<file path="src/rtl/xw_pkg.sv">
package xw_pkg;

    localparam int ADDR_W    = 32;
    localparam int PAGE_BITS = 12;
    localparam int PTE_LOG2  = 2;
    localparam int VPN_W     = ADDR_W - PAGE_BITS;
    localparam int PPN_W     = ADDR_W - PAGE_BITS;

    typedef enum logic [1:0] {
        ACC_READ  = 2'b00,
        ACC_WRITE = 2'b01,
        ACC_EXEC  = 2'b10,
        ACC_RSVD  = 2'b11
    } acc_kind_e;

    typedef enum logic [1:0] {
        CAUSE_NONE    = 2'b00,
        CAUSE_INVALID = 2'b01,
        CAUSE_PERM    = 2'b10
    } fault_cause_e;

    typedef struct packed {
        logic [PPN_W-1:0] ppn;
        logic [5:0]       spare;
        logic             dirty;
        logic             refd;
        logic             perm_x;
        logic             perm_w;
        logic             perm_r;
        logic             valid;
    } pte_t;

    typedef enum logic [2:0] {
        ST_IDLE,
        ST_FETCH,
        ST_CHECK,
        ST_WBACK,
        ST_REPLY
    } walk_st_e;

    function automatic logic kind_allowed(input pte_t e, input acc_kind_e k);
        logic ok;
        case (k)
            ACC_READ:  ok = e.perm_r;
            ACC_WRITE: ok = e.perm_w;
            ACC_EXEC:  ok = e.perm_x;
            default:   ok = 1'b0;
        endcase
        return ok;
    endfunction

endpackage

</file>
<file path="src/rtl/xw_addr_gen.sv">
module xw_addr_gen
    import xw_pkg::*;
#(
    parameter logic [ADDR_W-1:0] BASE_RST = '0
) (
    input  logic              clk,
    input  logic              rst,
    input  logic              base_load,
    input  logic [ADDR_W-1:0] base_val,
    input  logic [VPN_W-1:0]  vpn,
    output logic [ADDR_W-1:0] ent_addr
);
    localparam int SCALED_W = VPN_W + PTE_LOG2;

    logic [ADDR_W-1:0] base_q;
    logic [SCALED_W-1:0] vpn_scaled;

    always_ff @(posedge clk) begin
        if (rst) begin
            base_q <= BASE_RST;
        end else if (base_load) begin
            base_q <= base_val;
        end
    end

    assign vpn_scaled = {vpn, {PTE_LOG2{1'b0}}};
    assign ent_addr   = base_q + ADDR_W'(vpn_scaled);

endmodule

</file>
<file path="src/rtl/xw_judge.sv">
module xw_judge
    import xw_pkg::*;
(
    input  logic [ADDR_W-1:0] entry,
    input  acc_kind_e         kind,
    output logic              fault,
    output fault_cause_e      cause,
    output logic              need_wb,
    output logic [ADDR_W-1:0] upd_entry
);
    pte_t e;
    pte_t upd;

    always_comb begin
        e   = pte_t'(entry);
        upd = e;
        upd.refd = 1'b1;
        if (kind == ACC_WRITE) begin
            upd.dirty = 1'b1;
        end
        if (!e.valid) begin
            fault = 1'b1;
            cause = CAUSE_INVALID;
        end else if (!kind_allowed(e, kind)) begin
            fault = 1'b1;
            cause = CAUSE_PERM;
        end else begin
            fault = 1'b0;
            cause = CAUSE_NONE;
        end
        need_wb   = !fault && (upd != e);
        upd_entry = ADDR_W'(upd);
    end

endmodule

</file>
<file path="src/rtl/xw_seq.sv">
module xw_seq
    import xw_pkg::*;
(
    input  logic                 clk,
    input  logic                 rst,
    input  logic                 req_valid,
    output logic                 req_ready,
    input  logic [PAGE_BITS-1:0] req_offset,
    input  acc_kind_e            req_kind,
    input  logic [ADDR_W-1:0]    ent_addr,
    output logic                 mem_req,
    output logic                 mem_we,
    output logic [ADDR_W-1:0]    mem_addr,
    output logic [ADDR_W-1:0]    mem_wdata,
    input  logic                 mem_ack,
    input  logic [ADDR_W-1:0]    mem_rdata,
    output logic [ADDR_W-1:0]    entry_q,
    output acc_kind_e            kind_q,
    input  logic                 j_fault,
    input  fault_cause_e         j_cause,
    input  logic                 j_need_wb,
    input  logic [ADDR_W-1:0]    j_upd,
    output logic                 rsp_valid,
    output logic                 rsp_fault,
    output logic [1:0]           rsp_cause,
    output logic [ADDR_W-1:0]    rsp_paddr
);
    walk_st_e              st;
    logic [ADDR_W-1:0]     addr_q;
    logic [PAGE_BITS-1:0]  off_q;
    logic [ADDR_W-1:0]     wb_q;
    logic                  fault_q;
    fault_cause_e          cause_q;
    logic [ADDR_W-1:0]     paddr_q;

    always_ff @(posedge clk) begin
        if (rst) begin
            st      <= ST_IDLE;
            addr_q  <= '0;
            off_q   <= '0;
            kind_q  <= ACC_READ;
            entry_q <= '0;
            wb_q    <= '0;
            fault_q <= 1'b0;
            cause_q <= CAUSE_NONE;
            paddr_q <= '0;
        end else begin
            case (st)
                ST_IDLE: begin
                    if (req_valid) begin
                        addr_q <= ent_addr;
                        off_q  <= req_offset;
                        kind_q <= req_kind;
                        st     <= ST_FETCH;
                    end
                end
                ST_FETCH: begin
                    if (mem_ack) begin
                        entry_q <= mem_rdata;
                        st      <= ST_CHECK;
                    end
                end
                ST_CHECK: begin
                    fault_q <= j_fault;
                    cause_q <= j_cause;
                    paddr_q <= j_fault ? '0 : {entry_q[ADDR_W-1:PAGE_BITS], off_q};
                    wb_q    <= j_upd;
                    st      <= j_need_wb ? ST_WBACK : ST_REPLY;
                end
                ST_WBACK: begin
                    if (mem_ack) begin
                        st <= ST_REPLY;
                    end
                end
                ST_REPLY: begin
                    st <= ST_IDLE;
                end
                default: st <= ST_IDLE;
            endcase
        end
    end

    assign req_ready = (st == ST_IDLE);
    assign mem_req   = (st == ST_FETCH) || (st == ST_WBACK);
    assign mem_we    = (st == ST_WBACK);
    assign mem_addr  = addr_q;
    assign mem_wdata = wb_q;
    assign rsp_valid = (st == ST_REPLY);
    assign rsp_fault = rsp_valid && fault_q;
    assign rsp_cause = rsp_valid ? cause_q : CAUSE_NONE;
    assign rsp_paddr = rsp_valid ? paddr_q : '0;

endmodule

</file>
<file path="src/rtl/xlat_walker.sv">
module xlat_walker
    import xw_pkg::*;
#(
    parameter logic [31:0] BASE_RST = 32'h0000_0000
) (
    input  logic        clk,
    input  logic        rst,
    input  logic        base_load,
    input  logic [31:0] base_val,
    input  logic        req_valid,
    output logic        req_ready,
    input  logic [31:0] req_vaddr,
    input  logic [1:0]  req_kind,
    output logic        mem_req,
    output logic        mem_we,
    output logic [31:0] mem_addr,
    output logic [31:0] mem_wdata,
    input  logic        mem_ack,
    input  logic [31:0] mem_rdata,
    output logic        rsp_valid,
    output logic        rsp_fault,
    output logic [1:0]  rsp_cause,
    output logic [31:0] rsp_paddr
);
    logic [ADDR_W-1:0] ent_addr;
    logic [ADDR_W-1:0] entry_q;
    acc_kind_e         kind_q;
    logic              j_fault;
    fault_cause_e      j_cause;
    logic              j_need_wb;
    logic [ADDR_W-1:0] j_upd;

    xw_addr_gen #(.BASE_RST(BASE_RST)) u_addr (
        .clk       (clk),
        .rst       (rst),
        .base_load (base_load),
        .base_val  (base_val),
        .vpn       (req_vaddr[ADDR_W-1:PAGE_BITS]),
        .ent_addr  (ent_addr)
    );

    xw_judge u_judge (
        .entry     (entry_q),
        .kind      (kind_q),
        .fault     (j_fault),
        .cause     (j_cause),
        .need_wb   (j_need_wb),
        .upd_entry (j_upd)
    );

    xw_seq u_seq (
        .clk        (clk),
        .rst        (rst),
        .req_valid  (req_valid),
        .req_ready  (req_ready),
        .req_offset (req_vaddr[PAGE_BITS-1:0]),
        .req_kind   (acc_kind_e'(req_kind)),
        .ent_addr   (ent_addr),
        .mem_req    (mem_req),
        .mem_we     (mem_we),
        .mem_addr   (mem_addr),
        .mem_wdata  (mem_wdata),
        .mem_ack    (mem_ack),
        .mem_rdata  (mem_rdata),
        .entry_q    (entry_q),
        .kind_q     (kind_q),
        .j_fault    (j_fault),
        .j_cause    (j_cause),
        .j_need_wb  (j_need_wb),
        .j_upd      (j_upd),
        .rsp_valid  (rsp_valid),
        .rsp_fault  (rsp_fault),
        .rsp_cause  (rsp_cause),
        .rsp_paddr  (rsp_paddr)
    );

endmodule

</file>
<file path="config.mk">
export PLATFORM = sky130hd
export DESIGN_NAME = xlat_walker
export DESIGN_NICKNAME = d
export VERILOG_FILES = /design/src/rtl/xw_pkg.sv /design/src/rtl/xw_addr_gen.sv /design/src/rtl/xw_judge.sv /design/src/rtl/xw_seq.sv /design/src/rtl/xlat_walker.sv
export SDC_FILE = /design/constraint.sdc
export NUM_CORES = 1
export LEC_CHECK = 0
export BUFFER_PORTS_ARGS = -buffer_cell sky130_fd_sc_hd__buf_2
export CAP_MARGIN = 20
export CORE_ASPECT_RATIO = 1.75
export CORE_MARGIN = 1
export CORE_UTILIZATION = 53
export DETAILED_ROUTE_END_ITERATION = 12
export PLACE_DENSITY_LB_ADDON = 0.08
export SYNTH_ARGS = -nofsm -noshare
export SYNTH_HDL_FRONTEND = slang
export SYNTH_SLANG_ARGS = --single-unit
export TNS_END_PERCENT = 10
</file>
<file path="constraint.sdc">
create_clock -name clk -period 3.3 [get_ports clk]
set_input_delay 0.165 -clock clk [delete_from_list [all_inputs] [get_ports clk]]
set_output_delay 0.165 -clock clk [all_outputs]
set_load 0.01 [all_outputs]
</file>
# [Word-level counts from Yosys, hierarchy flattened]
# Cells that the tools add are included.
[classes] addsub=1 n_eq_ne=10 mux=15 reduce_logical=9
[op_table] operator="$mux 32" n=2
[op_table] operator="$add 32x22->32" n=1
[op_table] operator="$mux 3" n=4
[op_table] operator="$pmux 3 s4" n=1
[op_table] operator="$eq 3x2->1 const B" n=2
[op_table] operator="$mux 2" n=3
[op_table] operator="$mux 1" n=4
[op_table] operator="$ne 2x2->1 const B" n=2
[op_table] operator="$reduce_and 2->1" n=2
[op_table] operator="$eq 3x1->1 const B" n=1
[op_table] operator="$eq 3x3->1 const B" n=1
[op_table] operator="$logic_not 3->1" n=1
[op_table] operator="$pmux 1 s3" n=1
[op_table] operator="$reduce_and 3->1" n=1
[op_table] operator="$eq 2x1->1 const B" n=1
[op_table] operator="$eq 2x2->1 const B" n=1
[op_table] operator="$logic_and 1x1->1" n=2
[op_table] operator="$logic_not 2->1" n=1
[op_table] operator="$ne 2x1->1 const B" n=1
[op_table] operator="$ne 2x2->1" n=1
[op_table] operator="$logic_not 1->1" n=1
[op_table] operator="$logic_or 1x1->1" n=1
[totals] ff_bits=180 in_bits=103 output_inout_bits=103 wordCells=45

# [Depth between registers and ports, before layout]
[depth] ltp_word=9 depth_mapped=9

# [Modules after synthesis]
# A second synthesis with hierarchy kept.
[unflattened] cells_unflattened=1000 hier_area_um2=8154.1
[modules_own_cells] mod="xw_seq" n_inst=1 cells_per_inst=695 area_per_inst_um2=5561.6 seq_area_each_um2=2962.8
[modules_own_cells] mod="xw_addr_gen" n_inst=1 cells_per_inst=263 area_per_inst_um2=2296.0 seq_area_each_um2=640.6
[modules_own_cells] mod="xw_judge" n_inst=1 cells_per_inst=42 area_per_inst_um2=296.5 seq_area_each_um2=0.0

# [Worst setup path before layout]
# OpenSTA, ideal clock, no wires.
[synth_timing] kind="register to register" start="register u_addr.base_q[2]" end="register u_seq.addr_q[26] (netlist: u_seq.mem_addr[26])" setup_ns=0.086 arrival_time_ns=2.358 required_time_ns=3.214 slack_ns=0.856 stages_incl_launch_ff=10 path_cell_list="dfxtp_1 ha_1 fa_1 a21o_1 a31o_2 nand4_1 nand3_1 a31oi_1 mux2_2 a211oi_1"
[synth_between] elab_chain_len=1
[synth_lines] element="start: declaration" line_no="xw_addr_gen.sv:15" source="logic [ADDR_W-1:0] base_q;"
[synth_lines] element="start signal: assignment" line_no="xw_addr_gen.sv:22" source="base_q <= base_val;"
[synth_lines] element="$add 32x22->32" line_no="xw_addr_gen.sv:27" source="assign ent_addr = base_q + ADDR_W'(vpn_scaled);"
[synth_lines] element="end signal: assignment" line_no="xw_seq.sv:51" source="addr_q <= ent_addr;"
[synth_lines] element="end: declaration" line_no="xw_seq.sv:29" source="logic [ADDR_W-1:0] addr_q;"
# Every way passes these cells.
# A chain may end at the register's enable or synchronous reset.

# [Worst setup path after layout]
# Ends and elaborated chain as after synthesis.

==> results.md <==
* Status: finished, final reports clean
* Pins Over Slew Limit at 0
* I/O Buffers at 205
* Post-synth EDFFs at 0
* Post-Synth XOR/XNOR Area at 0.0236
* Clock latency on the worst-skew pair at 420 ps
* Initial DRC Count at approximately 280
* DP Cell Count at approximately 1.3k
* Crit start category: flip-flop
* Global-route wire length before repair at ~33000 um
* Initial Utilization at 0.542
* Number of synthesized register bits at 180
* Routed met2 length at 11000 um
* I/O pin cnt at about 210
* GRT Util Overall at 0.272
* Fill cells at 1209
* Die X at around 94 um
* Gpl congestion at roughly 0.89
* Highest metal used: met4
* Met3 WL at roughly 760 um
* Min cycle time layout at 2690 ps
* Antenna violations before repair at 1
* CTS tree: yes
* Post-CTS Setup Bufs at 0
* Clk slew on worst S/H paths at ~70 ps
* Max stage delay on crit path at 410 ps
* Final period util at 0.816
* Root buf cell: clkbuf_16
* Final Hold Viols at 0
* Worst path required time at approximately 3600 ps
* Share of cells above drive strength 1 at 0.219
* Critical Path End Type: flip-flop
* Max-cap violations at 0
* CTS Buf Count at 17
* Cell internal pwr at around 0.0036 W
* Drt first pass iters at 4
* Routed vias/inst at 5.34
* Net load switching power at 0.00145 W
* Flop pwr share at 0.466
* CORE AREA at between 0.01 and 0.015 sq mm
* Final Worst Setup Slack at around 600 ps
* Average cell area after synthesis at just over 8 sq um
* Synth warn at 0
* Hold slack at roughly 8.4 ps
* Wire per inst at around 15 um
* Worst vdd ir at ~0.00033 V
* Compound-Gate Fraction of Synth Area at 0.175
* Commonest non-fill, non-tap cell in the layout: nand2_1
* Largest family of logic cells by synthesized area: simple AND/OR/NAND/NOR gates
* Die H at 162 um
* # rows at just under 60
* Syn nets at ~1.1k
* Slowest CP cell: fa_1
* Final WL at 20500 um
* Worst EP arrival at 3030 ps
* Clock Tree Buf Depth at 2
* Final net count at between 1k and 1.5k
* Kind of critical path: flip-flop to flip-flop
* Clock share of power at 0.382
* Worst-Margin Slew at 990 ps
* Mux contribution to synthesized area at 0.0451
* Endpoints failing setup at 0
* RSZ-0062 raised after global routing: no
* Achievable Freq at approximately 0.37 GHz
* GRT Residual Overflow at 0
* Antenna Nets Post-Route at 0
* Via count of the first global-routing pass at approximately 7k
* Setup TNS at 0 ps
* Final instance area at 0.0102 sq mm
* Cell chain of the critical path: ha_1 -> fa_1 -> a21o_1 -> a31o_2 -> nand4_1 -> nand3_1 -> a31oi_1 -> mux2_2 -> a211oi_1
* DRC viols at 0
* Die ar. at 0.0152 sq mm
* Asr flop ratio synth at 0
* Most frequent cells in the layout: nand2_1 (206), buf_2 (204), dfxtp_1 (180)
* Vias at roughly 7.4k
* Sw frac at 0.286
* Simple-gate share of the synthesized area at 0.217
* HP Class: primary input to flip-flop
* Final cell count without fillers at roughly 1.4k
* Cells after Synth at approximately 940
* Most used DFF post-synth: dfxtp_1
* Syn Std Cell Area at just under 0.008 sq mm
* Dpl cell area at roughly 0.009 sq mm
* Relative slew slack at 0.340
* Sequential share of the synthesized area at 0.462
* Comb power frac at 0.152
* Crit path max fanout at 4
* Skew final at roughly 15 ps
* P per Cell Area at about 500 mW/mm^2
* Synth Area in Adders at 0.0347
* H-tree lvl count at 4
* DP Wirelength at 13500 um
* Largest net degree at the start of global routing at 89
* Leakage at ~4.5 nW
* Worst slack at placement at 621 ps
* Met1 wire length at just over 8000 um
* # clock sinks at 180
* Cell variety after synth at 60
* Layout area overhead at 31.1%
[layer usage]
layer | global-route usage | vias to the layer above
met1 | 0.303 | 3448
met5 | 0 | -
met4 | 0.106 | 0
met3 | 0.0453 | 38
met2 | 0.504 | 186
li1 | - | 3717
[power by group through the flow]
stage / sequential (W) / clock (W) / combinational (W)
6_report: 0.00236 / 0.00193 / 0.000772
5_1_grt: 0.00237 / 0.00206 / 0.000850
4_1_cts: 0.00236 / 0.00198 / 0.000770
3_5_place_dp: 0.00241 / 0 / 0.000694
3_3_place_gp: 0.00241 / 0 / 0.000690
2_1_floorplan: 0.00241 / 0 / 0.000457
[path summary, 6_finish.rpt]
kind | depth (start not counted) | slack, ps | start | end
min | 3 | 8 | req_vaddr[5] | u_seq.off_q[5]
min reg2reg | 2 | 450 | u_seq.cause_q[1] | u_seq.cause_q[1]
max | 9 | 610 | u_addr.base_q[2] | u_seq.mem_addr[26]
max reg2reg | 9 | 610 | u_addr.base_q[2] | u_seq.mem_addr[26]
[final cells by class]
type | instances | area (sq um) | share of cell area
antenna | 1 | 2.50 | 0.000245
clock buffer | 17 | 425 | 0.0416
clock inverter | 14 | 145 | 0.0142
inverter | 11 | 41.3 | 0.00404
multi-input combinational | 690 | 3880 | 0.380
sequential | 180 | 3600 | 0.353
tap | 180 | 225 | 0.0220
timing repair buffer | 291 | 1900 | 0.185
[sequential cells by signal, indices dropped and copies added (netlist names)]
signal and flops:
u_addr.base_q 32, u_seq.entry_q 32, u_seq.mem_addr 32, u_seq.mem_wdata 32
u_seq.paddr_q 32, u_seq.off_q 12, u_seq.st 3, u_seq.cause_q 2
u_seq.kind_q 2, u_seq.fault_q 1
[worst max-delay path: cells and delay by family (launching register included)]
kind | cells | cell delay [ps]
muxes | 1 | 380
DFF | 1 | 320
AOI/OAI and AO/OA | 4 | 1060
and+or+nand+nor | 2 | 230
adders and majority gates | 2 | 620
[metrics by stage]
stage | power [W] | util
after detailed placement | 0.00310 | 0.618
after CTS | 0.00511 | 0.711
after floorplan | 0.00287 | -
after global placement | 0.00309 | 0.618
final | 0.00507 | 0.711
after global routing | 0.00529 | 0.711
[synthesized netlist by cell type (9+ instances only)]
cell / count / area, sq um
nor3_1: 10 / 50.1
dfxtp_1: 180 / 3600
xor2_1: 12 / 105
ha_1: 20 / 250
a22oi_1: 32 / 240
nand2_1: 207 / 777
nor2_1: 95 / 357
mux2i_1: 34 / 340
clkbuf_1: 45 / 169
xnor2_1: 9 / 78.8
inv_1: 11 / 41.3
a21oi_1: 116 / 581
o21ai_0: 22 / 110
and2_1: 39 / 244
buf_1: 9 / 33.8
nand3_1: 11 / 55.1
[logic make-up (layout without fill, tap and decap cells)]
logic type	count (synthesis)	after routing
AOI/OAI and AO/OA	224	224
xor gates and xnor gates	21	21
and+or+nand+nor	389	389
buffers and inverters	74	333
other	0	1
DFF	180	180
adders and majority gates	21	21
muxes	35	35
[what timing repair did]
item	in CTS	in global routing
hold buffers	77	0
gates resized for setup	0	0
hold endpoints to repair	77	0
endpoints found under the setup margin	0	0
Note: power is estimated with default switching activity, not from simulation.
